[config.mk]
export PLATFORM = sky130hd
export DESIGN_NAME = frame_swap_ctrl
export DESIGN_NICKNAME = d
export VERILOG_FILES = /design/src/rtl/fsc_pkg.sv /design/src/rtl/fsc_phase_ctrl.sv /design/src/rtl/fsc_clear_sweep.sv /design/src/rtl/fsc_bank_state.sv /design/src/rtl/frame_swap_ctrl.sv
export SDC_FILE = /design/constraint.sdc
export NUM_CORES = 1
export LEC_CHECK = 0
export BUFFER_PORTS_ARGS = -buffer_cell sky130_fd_sc_hd__buf_2
export CAP_MARGIN = 5
export CORE_MARGIN = 2
export CORE_UTILIZATION = 50
export CTS_CLUSTER_SIZE = 12
export DETAILED_ROUTE_END_ITERATION = 10
export PLACE_DENSITY = 0.8
export SYNTH_ARGS = -nofsm -noshare
export SYNTH_HDL_FRONTEND = slang
export SYNTH_SLANG_ARGS = --single-unit
[constraint.sdc]
create_clock -name clk -period 1.8 [get_ports clk]
set_input_delay 0.18 -clock clk [delete_from_list [all_inputs] [get_ports clk]]
set_output_delay 0.18 -clock clk [all_outputs]
set_load 0.01 [all_outputs]
[src/rtl/fsc_pkg.sv]
package fsc_pkg;

   typedef enum logic [1:0] {
      PH_IDLE  = 2'd0,
      PH_WAIT  = 2'd1,
      PH_CLEAR = 2'd2,
      PH_ACK   = 2'd3
   } fsc_phase_t;

   localparam logic OP_BEGIN = 1'b0;
   localparam logic OP_END   = 1'b1;

   function automatic bit plane_count_ok(input int n);
      return (n == 2) || (n == 4) || (n == 6) || (n == 8);
   endfunction

   function automatic bit is_pow2(input int n);
      return (n >= 2) && ((n & (n - 1)) == 0);
   endfunction

endpackage

[src/rtl/fsc_phase_ctrl.sv]
module fsc_phase_ctrl
   import fsc_pkg::*;
(
   input  logic       clk,
   input  logic       rst_n,
   input  logic       cmd_valid,
   input  logic       cmd_op,
   input  logic       cmd_noswap,
   input  logic       vretrace,
   input  logic       sweep_last,
   output fsc_phase_t phase,
   output logic       cmd_ready,
   output logic       cmd_done,
   output logic       accept,
   output logic       swap_now
);

   fsc_phase_t ph_q, ph_d;
   logic       skip_work;

   assign cmd_ready = (ph_q == PH_IDLE);
   assign cmd_done  = (ph_q == PH_ACK);
   assign accept    = cmd_valid && cmd_ready;
   assign swap_now  = (ph_q == PH_WAIT) && vretrace;
   assign skip_work = (cmd_op == OP_END) || cmd_noswap;
   assign phase     = ph_q;

   always_comb begin
      ph_d = ph_q;
      unique case (ph_q)
         PH_IDLE: begin
            if (accept) begin
               ph_d = skip_work ? PH_ACK : PH_WAIT;
            end
         end
         PH_WAIT: begin
            if (vretrace) ph_d = PH_CLEAR;
         end
         PH_CLEAR: begin
            if (sweep_last) ph_d = PH_ACK;
         end
         PH_ACK: ph_d = PH_IDLE;
         default: ph_d = PH_IDLE;
      endcase
   end

   always_ff @(posedge clk) begin
      if (!rst_n) ph_q <= PH_IDLE;
      else        ph_q <= ph_d;
   end

endmodule

[src/rtl/fsc_clear_sweep.sv]
module fsc_clear_sweep
   import fsc_pkg::*;
#(
   parameter int WORDS  = 1024 * 1024,
   parameter int ADDR_W = $clog2(WORDS)
) (
   input  logic              clk,
   input  logic              rst_n,
   input  logic              start,
   output logic              active,
   output logic [ADDR_W-1:0] addr,
   output logic              last
);

   localparam logic [ADDR_W-1:0] LAST_ADDR = ADDR_W'(WORDS - 1);

   if (!is_pow2(WORDS)) begin : g_bad_words
      $error("fsc_clear_sweep: WORDS must be a power of two of at least 2");
   end

   logic              active_q;
   logic [ADDR_W-1:0] addr_q;

   assign active = active_q;
   assign addr   = addr_q;
   assign last   = active_q && (addr_q == LAST_ADDR);

   always_ff @(posedge clk) begin
      if (!rst_n) begin
         active_q <= 1'b0;
         addr_q   <= '0;
      end else if (start) begin
         active_q <= 1'b1;
         addr_q   <= '0;
      end else if (active_q) begin
         if (last) begin
            active_q <= 1'b0;
            addr_q   <= '0;
         end else begin
            addr_q <= addr_q + 1'b1;
         end
      end
   end

endmodule

[src/rtl/fsc_bank_state.sv]
module fsc_bank_state
   import fsc_pkg::*;
#(
   parameter int PLANES = 8,
   parameter int BANKS  = 2
) (
   input  logic              clk,
   input  logic              rst_n,
   input  logic              swap,
   input  logic              capture,
   input  logic [PLANES-1:0] mask_in,
   output logic              disp_bank,
   output logic [BANKS-1:0]  disp_sel,
   output logic [BANKS-1:0]  rend_sel,
   output logic [PLANES-1:0] plane_en,
   output logic              any_en
);

   if (BANKS != 2) begin : g_bad_banks
      $error("fsc_bank_state: exactly two banks are supported");
   end

   logic              bank_q;
   logic [PLANES-1:0] mask_q;

   always_ff @(posedge clk) begin
      if (!rst_n) begin
         bank_q <= 1'b0;
         mask_q <= '1;
      end else begin
         if (swap)    bank_q <= ~bank_q;
         if (capture) mask_q <= mask_in;
      end
   end

   assign disp_bank = bank_q;

   for (genvar b = 0; b < BANKS; b++) begin : g_sel
      assign disp_sel[b] = (bank_q == b[0]);
      assign rend_sel[b] = (bank_q != b[0]);
   end

   for (genvar p = 0; p < PLANES; p++) begin : g_plane
      assign plane_en[p] = ~mask_q[p];
   end

   assign any_en = |plane_en;

endmodule

[src/rtl/frame_swap_ctrl.sv]
module frame_swap_ctrl
   import fsc_pkg::*;
#(
   parameter int FB_DIM = 1024,
   parameter int PLANES = 8,
   parameter int WORDS  = FB_DIM * FB_DIM,
   parameter int ADDR_W = $clog2(WORDS)
) (
   input  logic              clk,
   input  logic              rst_n,
   input  logic              cmd_valid,
   input  logic              cmd_op,
   input  logic              cmd_noswap,
   output logic              cmd_ready,
   output logic              cmd_done,
   input  logic              vretrace,
   input  logic [PLANES-1:0] wp_mask,
   output logic              disp_bank,
   output logic [1:0]        disp_sel,
   output logic [1:0]        rend_sel,
   output logic              clr_we,
   output logic              clr_bank,
   output logic [ADDR_W-1:0] clr_addr,
   output logic [PLANES-1:0] clr_plane_en
);

   if (!plane_count_ok(PLANES)) begin : g_bad_planes
      $error("frame_swap_ctrl: PLANES must be 2, 4, 6 or 8");
   end
   if (!is_pow2(FB_DIM)) begin : g_bad_dim
      $error("frame_swap_ctrl: FB_DIM must be a power of two");
   end

   fsc_phase_t phase;
   logic       accept;
   logic       swap_now;
   logic       sweep_active;
   logic       sweep_last;
   logic       any_en;

   fsc_phase_ctrl u_phase (
      .clk        (clk),
      .rst_n      (rst_n),
      .cmd_valid  (cmd_valid),
      .cmd_op     (cmd_op),
      .cmd_noswap (cmd_noswap),
      .vretrace   (vretrace),
      .sweep_last (sweep_last),
      .phase      (phase),
      .cmd_ready  (cmd_ready),
      .cmd_done   (cmd_done),
      .accept     (accept),
      .swap_now   (swap_now)
   );

   fsc_clear_sweep #(
      .WORDS  (WORDS),
      .ADDR_W (ADDR_W)
   ) u_sweep (
      .clk    (clk),
      .rst_n  (rst_n),
      .start  (swap_now),
      .active (sweep_active),
      .addr   (clr_addr),
      .last   (sweep_last)
   );

   fsc_bank_state #(
      .PLANES (PLANES),
      .BANKS  (2)
   ) u_bank (
      .clk       (clk),
      .rst_n     (rst_n),
      .swap      (swap_now),
      .capture   (accept),
      .mask_in   (wp_mask),
      .disp_bank (disp_bank),
      .disp_sel  (disp_sel),
      .rend_sel  (rend_sel),
      .plane_en  (clr_plane_en),
      .any_en    (any_en)
   );

   assign clr_we   = sweep_active && any_en && (phase == PH_CLEAR);
   assign clr_bank = ~disp_bank;

endmodule

==> impl_summary.md, run 1 <==
Pwr
Per report_power, the sequential group accounts for 47.5% of the total. The completed layout was analyzed and its total power is 1780 µW. For this design the total switching power over the nets is 586 µW.

Summed over all cells, the static leakage comes to 0.000934 µW. The worst-case IR drop observed on VDD is 663 µV. The net switching fraction of the power is 32.9%. Per report_power, the clock group accounts for 24.3% of the total. The cell internal power dissipation is 1190 µW. In this run the power density over the cells is 901 nW/µm². The combinational fraction of design power is 28.2%.

Detailed routing
For this block, the via count after detailed routing is 1,478. After detailed routing, the number of remaining DRC violations is 0. The count of nets left with antenna violations once routing finished came out at 0.

Summed over all layers, the routed wires come to 3500 µm. In the routed layout, each cell is associated on average with a via count of 5.22. For this run, the detailed router's first-pass iteration total came to 4.

The first routing iteration left 95 violations. The wire length per cell after detailed routing is 12.4 µm.

Clock network
TritonCTS built the clock tree. The clock passes through at most 2 buffers. The deepest level of the CTS H-tree is 2. The clock net in this run drives a total of 32 sinks. The clock slew seen by the registers of the worst setup and hold paths is 0.10 ns. The clock insertion delay at the later pin of the skew report is 0.35 ns.

The clock buffer count from CTS is 5. The total of hold buffers inserted after clock tree synthesis is 0. The root buffer selected by CTS is clkbuf_4.

Critical path
The critical path start-end classification is flop to flop. The worst setup path is launched from a flop. For the worst setup path, the data required time is 2.04 ns. The sort of element at the end of the critical path is a flop. Data arrives at the worst endpoint at 1.95 ns. The peak fanout along the critical path is 12.

Logic synthesis
The per-instance average area after synthesis is 8.81 µm². Ranked by total cell area, the synthesized netlist is headed by dfxtp_1, xor2_1, nand4_1. During synthesis, Yosys emitted a total of 0 warnings. The predominant post-synthesis flop cell is dfxtp_1.

Sorting the synthesized cells by how often they occur yields dfxtp_1, nand2_1, nor2_1. Yosys mapped a number of flops with a built-in enable equal to 0. In this run the biggest area consumer among cell types represents 39.9% of the synthesized area.

The share of flip-flops with an asynchronous set or reset after synthesis is 0%. The post-synthesis register bit count is 32. Synthesis produced 182 cells. Among all cell types in the netlist, the one instantiated most often is dfxtp_1. The sequential share of the synthesized area is 39.9%.

The synthesized design spends more area on one cell type than any other, namely dfxtp_1. The number of nets handed over by synthesis was 201. The count of cell types in the netlist is 39. The post-synth design cell area is 1600 µm².

Die
The die extent in y is 60.6 µm. The total core area is 3050 µm². The initialized floorplan defines 20 standard-cell rows. The number of ports placed on the die boundary is 51. The starting density of the core is 52.5%.

The die covers 3680 µm². The horizontal die dimension is 60.6 µm.

STA
The clock skew after layout is 0.00716 ns. The worst pin sits at a relative slew slack of 67.6%. The final-layout setup total negative slack is 0 ns. The final count of hold timing violations is 0. The final count of pins violating max slew is 0. Setup slack closes at 0.0891 ns. Counting I/O delays and the setup requirement, the final critical path takes 1.71 ns. Timing would allow up to 0.584 GHz. Setup repair after global routing left no endpoint under its margin. The transition at the pin with the smallest max-transition slack is 0.485 ns.

The final period utilization is 95.0%. Setup violations remaining at the end of the flow were counted as 0. The minimum hold slack is 0.0540 ns.

Global routing
The pin count of the biggest net entering global routing is 17. The number of antenna violations at the first check in global routing is 0. The overall track demand over capacity in global routing is 20.6%. The number of global-route vias before repair came to 1,281. The total grt overflow is 0. The first global-routing pass estimated 5630 µm of wire.

Cells and area
The share of cells above drive strength 1 is 32.2%. Compared with the post-synthesis result, the final layout area differs by 23.2%. The total of fill cells in the finished design is 276.

For this run, the post-layout net count is 257. The total area of multi-input combinational cells is 817 µm². The sequential standard cell area is 641 µm².

The antenna diode count is 0.

Place
Timing analysis after detailed placement gives a worst setup slack of 0.0772 ns. The count of port buffers added during placement is 50. The total half-perimeter wirelength after legalization and detailed placement is 2570 µm. The congestion estimate from routability-driven global placement came to 0.882.

Min path
The min-delay analysis places its worst path in the category primary input to flop.

Flow run
The total of max-cap violations is 0.

Outcome
The run finished with clean final reports.
==> placed cells by master, fill, tap and decap left out, drive strengths merged <==
cell type,n
buf,62
dfxtp,32
nand2,15
nor2,15
inv,13
nand4,13
o211ai,10
a21oi,10
xor2,9
nand3,8
o21ai,7
clkbuf,6
xnor2,5
ha,5
and4,4
or3,3
and3,3
nand2b,2
nor2b,2
o31ai,2
and2,2
clkinv,2
or4,2
o211a,1
o21bai,1
o41ai,1
nor4,1
nand4b,1
a21boi,1
mux2i,1
==> power by group through the flow <==
stage	Sequential (µW)	Clock [µW]	Combinational, µW
after global routing	855	472	562
after CTS	845	440	493
after floorplan	849	0	365
after global placement	858	0	479
after detailed placement	860	0	490
final	845	432	502
==> layout make-up <==
class,instances,share of cell area [%]
clock buffer,6,2.60
timing repair buffer,62,17.9
tap,44,2.79
multi-input combinational,124,41.4
sequential,32,32.4
clock inverter,2,0.507
inverter,13,2.47
==> sequential cells by signal, indices dropped and copies added, names as in the netlist <==
name              count
u_bank.disp_bank      1
u_sweep.active        1
u_sweep.addr         20
u_bank.mask_q         8
u_phase.phase         2
==> through the flow <==
stage | utilization (%) | cells | area (µm²)
2_1_floorplan | - | 182 | 1600
3_3_place_gp | 62.0 | 274 | 1890
3_5_place_dp | 62.0 | 274 | 1890
4_1_cts | 64.1 | 282 | 1960
5_1_grt | 64.7 | 283 | 1980
6_report | 64.7 | 283 | 1980
==> critical path: stages, from the launching register on <==
cell and delay, ns:
dfxtp_1 0.40, nand4_1 0.22, or4_4 0.59, o21bai_4 0.19, buf_12 0.15, a21oi_1 0.04
==> timing repair <==
| action | in CTS | in global routing |
|---|---|---|
| resized for setup | 0 | 0 |
| setup endpoints to repair | 0 | 13 |
| setup buffers | 0 | 1 |
==> kinds of logic (layout without fill, tap and decap cells) <==
group	count (synthesis)	count (layout)	synth area share, %
AOI/OAI and AO/OA	33	33	13.7
DFF	32	32	39.9
xor gates and xnor gates	14	14	7.64
buffers and inverters	26	83	9.13
muxes	1	1	0.624
and+or+nand+nor	71	71	25.0
adders and majority gates	5	5	3.90
==> layer usage <==
layer | wire (µm) | global-route usage, %
met5 | 0 | 0
met4 | 57 | 10.2
met3 | 248 | 5.12
met2 | 1660 | 33.3
met1 | 1540 | 25.7
==> path summary, 6_finish.rpt <==
kind,start,to,slack (ns),cells past startpoint
setup / recovery,u_sweep.addr[6]$_SDFFE_PP0P_,u_sweep.addr[17]$_SDFFE_PP0P_,0.09,5
hold / removal,wp_mask[6],u_bank.mask_q[6]$_SDFFE_PN1P_,0.05,3
setup reg to reg,u_sweep.addr[6]$_SDFFE_PP0P_,u_sweep.addr[17]$_SDFFE_PP0P_,0.09,5
hold reg to reg,u_sweep.addr[1]$_SDFFE_PP0P_,u_sweep.addr[1]$_SDFFE_PP0P_,0.51,2
Power figures use the tool's default switching activity.
==> run 2: changes to the inputs <==
--- a/config.mk
+++ b/config.mk
@@ -8,10 +8,10 @@
 export BUFFER_PORTS_ARGS = -buffer_cell sky130_fd_sc_hd__buf_2
 export CAP_MARGIN = 5
 export CORE_MARGIN = 2
-export CORE_UTILIZATION = 50
+export CORE_UTILIZATION = 45
 export CTS_CLUSTER_SIZE = 12
 export DETAILED_ROUTE_END_ITERATION = 10
-export PLACE_DENSITY = 0.8
+export PLACE_DENSITY = 0.73
 export SYNTH_ARGS = -nofsm -noshare
 export SYNTH_HDL_FRONTEND = slang
 export SYNTH_SLANG_ARGS = --single-unit
==> impl_summary.md, run 2 (synthesized netlist as in run 1, its figures left out) <==
Cells and area
From synthesis to final layout, the design area changed by 25.9%. The total number of nets in the final design is 262. The sequential standard cell area is 641 µm².

Summing all multi-input logic gate instances after layout gives 817 µm². Leaving out fill and tap cells, the most frequent cell in the layout is buf_2. Once layout is done, the placed cells without fillers occupy 2020 µm².

The library cells used most frequently in the layout, excluding fill and tap cells, are buf_2, dfxtp_1, buf_4. Leaving out filler cells and counting taps, the final layout contains 289. The filler cells instantiated in the layout total 313. The register with the most flip-flops in the layout has 20 of them.

The antenna diode count is 0. The post-route netlist has 33.3% of its cells at a drive strength greater than 1.

Detailed routing
The DRC violation count after routing is 0. The wire length per cell after detailed routing is 11.9 µm. Before antenna repair, the detailed router went through 4 iterations. The mean number of vias per cell is 5.13. In this run, the number of DRC markers left after iteration 0 of detailed routing was 67.

The routed via count is 1,484. The residual antenna-violating net count after detailed routing is 0. The overall routed net length is 3440 µm.

Clock network
The TritonCTS clock tree is built. Counting the buffers created by CTS gives 5. The post-cts sizing count is 0. After clock tree synthesis, the clock-pin slew on the worst setup and hold paths is 0.09 ns. CTS saw 32 sinks. For the worst-skew pair, the clock arrives at the later sink with an insertion delay of 0.32 ns. The root buffer selected by CTS is clkbuf_4. The buffer levels on the longest clock path is 2. The deepest level of the CTS H-tree is 2.

STA
For this run, the top clock speed supported by timing is 0.606 GHz. The final period utilization is 91.7%. After routing, the total negative slack on setup checks comes to 0 ns. The final critical delay including setup and external delays is 1.65 ns.

For the pin with the worst max-slew slack, the measured transition is 0.497 ns. Setup violations remaining at the end of the flow were counted as 0. The final count of pins violating max slew is 0.

Setup repair after global routing left no endpoint under its margin. The final count of hold timing violations is 0. The clock skew after layout is 0.00434 ns. Headroom to the max-slew limit came out at 66.9%.

Die
The floorplan step defined a die boundary enclosing 4060 µm². The total core area is 3390 µm². Measured along the y axis, the die boundary spans 63.7 µm. The number of cell rows is 21. 51 I/O pins were placed. The die is 63.7 µm wide. The initial utilization of the core area, before any placement, comes to 47.3%.

Global routing
The pin count of the biggest net entering global routing is 17. The number of global-route vias before repair is 1,319. The first global-routing pass estimated 5930 µm of wire. The number of antenna violations at the first check in global routing is 0.

The total grt overflow is 0. The overall track demand over capacity in global routing is 18.5%.

Critical path
For the worst setup path, the data required time is 2.01 ns. The critical path buffer and inverter count is 1. The worst setup path is captured at a flop.

Among all stages on the critical path, the largest delay is contributed by or4_4. The worst setup path is launched from a flop. On the critical path the largest part of the delay comes from simple AND/OR/NAND/NOR gates. The critical path crosses 5 cells after its start point. The peak fanout along the critical path is 13.

The signal on the critical path passes through nand4_2 > or4_4 > o21bai_4 > buf_12 > a21oi_1. On the worst path, the slowest cell contributes a delay of 0.61 ns. The worst setup path is of the flop to flop kind. The data arrival time of the critical path is 1.86 ns. The number of cells on the worst reg-to-reg path is 5.

Pwr
The cell internal power dissipation is 1230 µW. The fraction of power consumed by sequential logic is 47.0%. For this design the total switching power over the nets is 561 µW.

Dividing total power by cell area gives a power density of 886 nW/µm². The worst ir drop on vdd is 707 µV. The leakage power total is 0.000959 µW. Combinational logic burns 27.9% of the power.

Net switching is 31.3% of the power. Of the total power, the clock network draws 25.1%.

Place
The total half-perimeter wirelength after legalization and detailed placement is 2560 µm. At the end of routability-driven placement, the weighted congestion stood at 0.766. Including well taps, the total number of placed cells is 281. The count of port buffers added during placement is 50. The cell area reported after detailed placement is 1930 µm².

Min path
The worst hold path belongs to the class primary input to flop. The number of stages on the worst hold path is 3.

Outcome
The flow ran to the end, and the final reports show no timing, DRC or antenna violations.

Flow run
The tool flagged a number of max-cap violations equal to 0.
## run 2: changes by cell type in the layout (fill, tap and decap cells not counted), sizes merged
cell    delta
clkbuf     +1
clkinv     -2
buf        +5
## run 2: metal layers
layer / global-route usage [%] / up-vias / wire length [µm]
met5: 0 / - / 0
met4: 4.89 / 0 / 38
met3: 6.96 / 6 / 238
met2: 28.2 / 46 / 1550
met1: 24.5 / 675 / 1610
li1: - / 757 / -
## run 2: path summary, 6_finish.rpt
path                                 start                             to  slack [ns]
min                             wp_mask[2]  u_bank.mask_q[2]$_SDFFE_PN1P_        0.08
max reg2reg  u_sweep.addr[13]$_SDFFE_PP0P_  u_sweep.addr[15]$_SDFFE_PP0P_        0.15
max          u_sweep.addr[13]$_SDFFE_PP0P_  u_sweep.addr[15]$_SDFFE_PP0P_        0.15
min reg2reg  u_phase.phase[1]$_SDFFE_PN0P_  u_phase.phase[1]$_SDFFE_PN0P_        0.51
## run 2: layout make-up
class | instances | share of cell area (%)
clock buffer | 7 | 3.22
inverter | 13 | 2.42
multi-input combinational | 124 | 40.5
sequential | 32 | 31.7
tap | 46 | 2.85
timing repair buffer | 67 | 19.3
## run 2: through the flow
step	setup WS, ns	hold WS (ns)	utilization [%]	power [µW]
6_report	0.149	0.0757	59.6	1790
5_1_grt	0.0378	0.0706	59.6	1920
4_1_cts	0.0992	0.0700	59.0	1800
3_5_place_dp	0.109	0.409	57.1	1350
3_3_place_gp	0.138	0.402	57.1	1340
2_1_floorplan	0.179	0.319	-	1210
## run 2: worst reg2reg max path, delay by kind of cell, from the launching register on
| kind | cells | cell delay (ns) |
|---|---|---|
| AOI/OAI and AO/OA | 2 | 0.22 |
| buffers and inverters | 1 | 0.15 |
| and+or+nand+nor | 2 | 0.76 |
| DFF | 1 | 0.42 |
## run 2: power by group through the flow
| stage | clock network, µW | registers, µW | logic [µW] |
|---|---|---|---|
| 2_1_floorplan | 0 | 849 | 365 |
| 3_3_place_gp | 0 | 854 | 486 |
| 3_5_place_dp | 0 | 858 | 488 |
| 4_1_cts | 459 | 842 | 494 |
| 5_1_grt | 501 | 854 | 561 |
| 6_report | 449 | 841 | 499 |
## run 2: timing repair
action                                 4_1_cts  5_1_grt
setup endpoints to repair                    0       13
setup buffers                                0        1
hold buffers                                 0        0
endpoints found under the hold margin        0        0
==> run 3: changes to the inputs <==
==> constraint.sdc (replaced) <==
create_clock -name clk -period 1.8 [get_ports clk]
set_input_delay 0.36 -clock clk [delete_from_list [all_inputs] [get_ports clk]]
set_output_delay 0.36 -clock clk [all_outputs]
set_load 0.01 [all_outputs]
==> impl_summary.md, run 3 (synthesized netlist as in run 1, its figures left out) <==
Outcome
The run finished with clean final reports.

STA
The final setup slack of the worst path is 0.120 ns. Measured against its own limit, the worst slew margin works out to 67.7%. Timing would allow up to 0.595 GHz. The final critical delay including setup and external delays is 1.68 ns. The final count of pins violating max slew was 0. For the pin with the worst max-slew slack, the measured transition is 0.484 ns. The number of setup violations in the final report is 0. Setup repair after global routing left no endpoint under its margin. The final count of hold timing violations came to 0. Summed over all failing endpoints, the final setup total negative slack is 0 ns. The clock skew after layout is 0.00556 ns. The final period utilization is 93.3%.

Cells and area
The finished layout holds 289 standard cells, fillers aside. The register with the most flip-flops in the layout has 20 of them. In the layout the commonest cells are buf_2, dfxtp_1, nand2_1, nor2_1, buf_4.

After routing the design area is 2010 µm². The area growth from synthesis to layout is 25.0%. The net count of the finished layout is 261.

The most frequent standard cell in the layout excluding fill and tap cells is buf_2. The total of fill cells in the finished design is 315. In the final layout, the share of cells above drive strength 1 is 32.5%. The antenna diode count is 0.

Pwr
Per report_power, the sequential group accounts for 47.5% of the total. The design draws 1770 µW. Net switching is 32.3% of the power. Per report_power, the clock group accounts for 24.2% of the total.

In this run the power spent charging and discharging nets is 574 µW. The total power divided by cell area is 885 nW/µm². The leakage power total is 0.000949 µW. The combinational fraction of design power is 28.3%. The cell internal power dissipation is 1200 µW. VDD sags by at most 585 µV.

Die
From bottom edge to top edge, the die measures 63.7 µm. The area of the die is 4060 µm². The starting density of the core is 47.3%. The total core area is 3390 µm². The number of ports placed on the die boundary is 51. In this run the horizontal extent of the chip is 63.7 µm. The number of cell rows is 21.

Detailed routing
The routed via count is 1,466. For this block, the routed nets add up to 3440 µm of wire. For this run, design rule violations remaining after detail routing come to 0. The residual antenna-violating net count after detailed routing is 0. The uppermost layer routed is met4. The met3 wirelength from detailed routing is 186 µm. In this run, the number of DRC markers left after iteration 0 of detailed routing was 36. The mean number of vias per cell is 5.07. The first TritonRoute pass finished after 4 iterations. In the final routed layout, each cell accounts on average for 11.9 µm. Detailed routing placed a total of 1570 µm of wire on met2. After detailed routing, the wire length on met1 is 1630 µm.

Clock network
At the later pin of the worst-skew pair, clock insertion delay measures 0.33 ns. The clock buffer count from CTS is 5. The number of clock sinks is 32. The buffer levels on the longest clock path is 2. The TritonCTS clock tree is built. In this run the post-CTS setup repair buffer count came out at 0.

The total of hold buffers inserted after clock tree synthesis is 0. The deepest level of the CTS H-tree is 2. In this run, post-CTS repair resized a total of 0 instances. The root buffer selected by CTS is clkbuf_4. The clock slew seen by the registers of the worst setup and hold paths is 0.09 ns.

Critical path
Data on the critical path is required at its endpoint by 1.44 ns. The critical path is of the flop to output pin type. The sort of element at the end of the critical path is an output pin.

The worst register-to-register path has a depth of 5. The worst setup path is launched from a flop. STA puts the critical path data arrival time at 1.32 ns. The peak fanout along the critical path is 4.

Min path
Along the worst hold path, the cell count comes to 3. The tightest min-delay check is of the primary input to flop type.

Global routing
The pin count of the biggest net entering global routing is 17. The number of global-route vias before repair is 1,333. Across every metal layer, demand over resource in global routing totals 18.6%. The number of antenna violations at the first check in global routing is 0.

Summed over all layers, the global routing overflow is 0. The first global-routing pass estimated 5820 µm of wire.

Flow run
The total of max-cap violations is 0.

Place
The count of buffers added on input and output ports is 50. Once placement finished, the instance area stood at 1930 µm². After detailed placement, the design holds a cell count of 280. The total half-perimeter wirelength after legalization and detailed placement is 2570 µm. The routability-driven placement congestion ratio is 0.730.

The worst setup slack before clock tree synthesis is 0.0993 ns.
-- run 3: cell types whose count changed in the layout (fill, tap and decap cells not counted) --
cell,previous run,this run
clkbuf_1,0,2
buf_4,16,15
clkbuf_8,2,1
-- run 3: power groups by stage --
stage | sequential [µW] | combinational (µW) | clock (µW)
2_1_floorplan | 849 | 365 | 0
3_3_place_gp | 856 | 482 | 0
3_5_place_dp | 858 | 491 | 0
4_1_cts | 842 | 494 | 443
5_1_grt | 852 | 566 | 477
6_report | 842 | 502 | 430
-- run 3: layer usage --
metal  GRT usage, %  up-vias
li1               -      759
met1           22.9      667
met2           29.9       34
met3           6.79        6
met4           6.52        0
met5              0        -
-- run 3: path summary, 6_finish.rpt --
check                                 from                       endpoint  slack (ns)
max          u_phase.phase[0]$_SDFFE_PN0P_                         clr_we        0.12
min                             wp_mask[6]  u_bank.mask_q[6]$_SDFFE_PN1P_        0.25
max reg2reg  u_sweep.addr[13]$_SDFFE_PP0P_  u_sweep.addr[15]$_SDFFE_PP0P_        0.13
min reg2reg  u_phase.phase[1]$_SDFFE_PN0P_  u_phase.phase[1]$_SDFFE_PN0P_        0.51
-- run 3: layout make-up --
type	count	area (µm²)	share of cell area, %
Multi-Input combinational cell	124	817	40.7
Inverter	13	48.8	2.43
Clock buffer	8	58.8	2.93
Tap cell	46	57.6	2.87
Sequential cell	32	641	31.9
Timing Repair Buffer	66	383	19.1
-- run 3: worst max-delay path, stage by stage (launching register included) --
cell and delay [ns]:
dfxtp_1 0.38, inv_1 0.09, ha_1 0.26, o211a_1 0.13, buf_2 0.14
-- run 3: metrics by stage --
stage / hold WS (ns) / utilization, %
after detailed placement: 0.498 / 56.8
after CTS: 0.242 / 58.6
final: 0.247 / 59.2
after floorplan: 0.471 / -
after global routing: 0.244 / 59.2
after global placement: 0.490 / 56.8
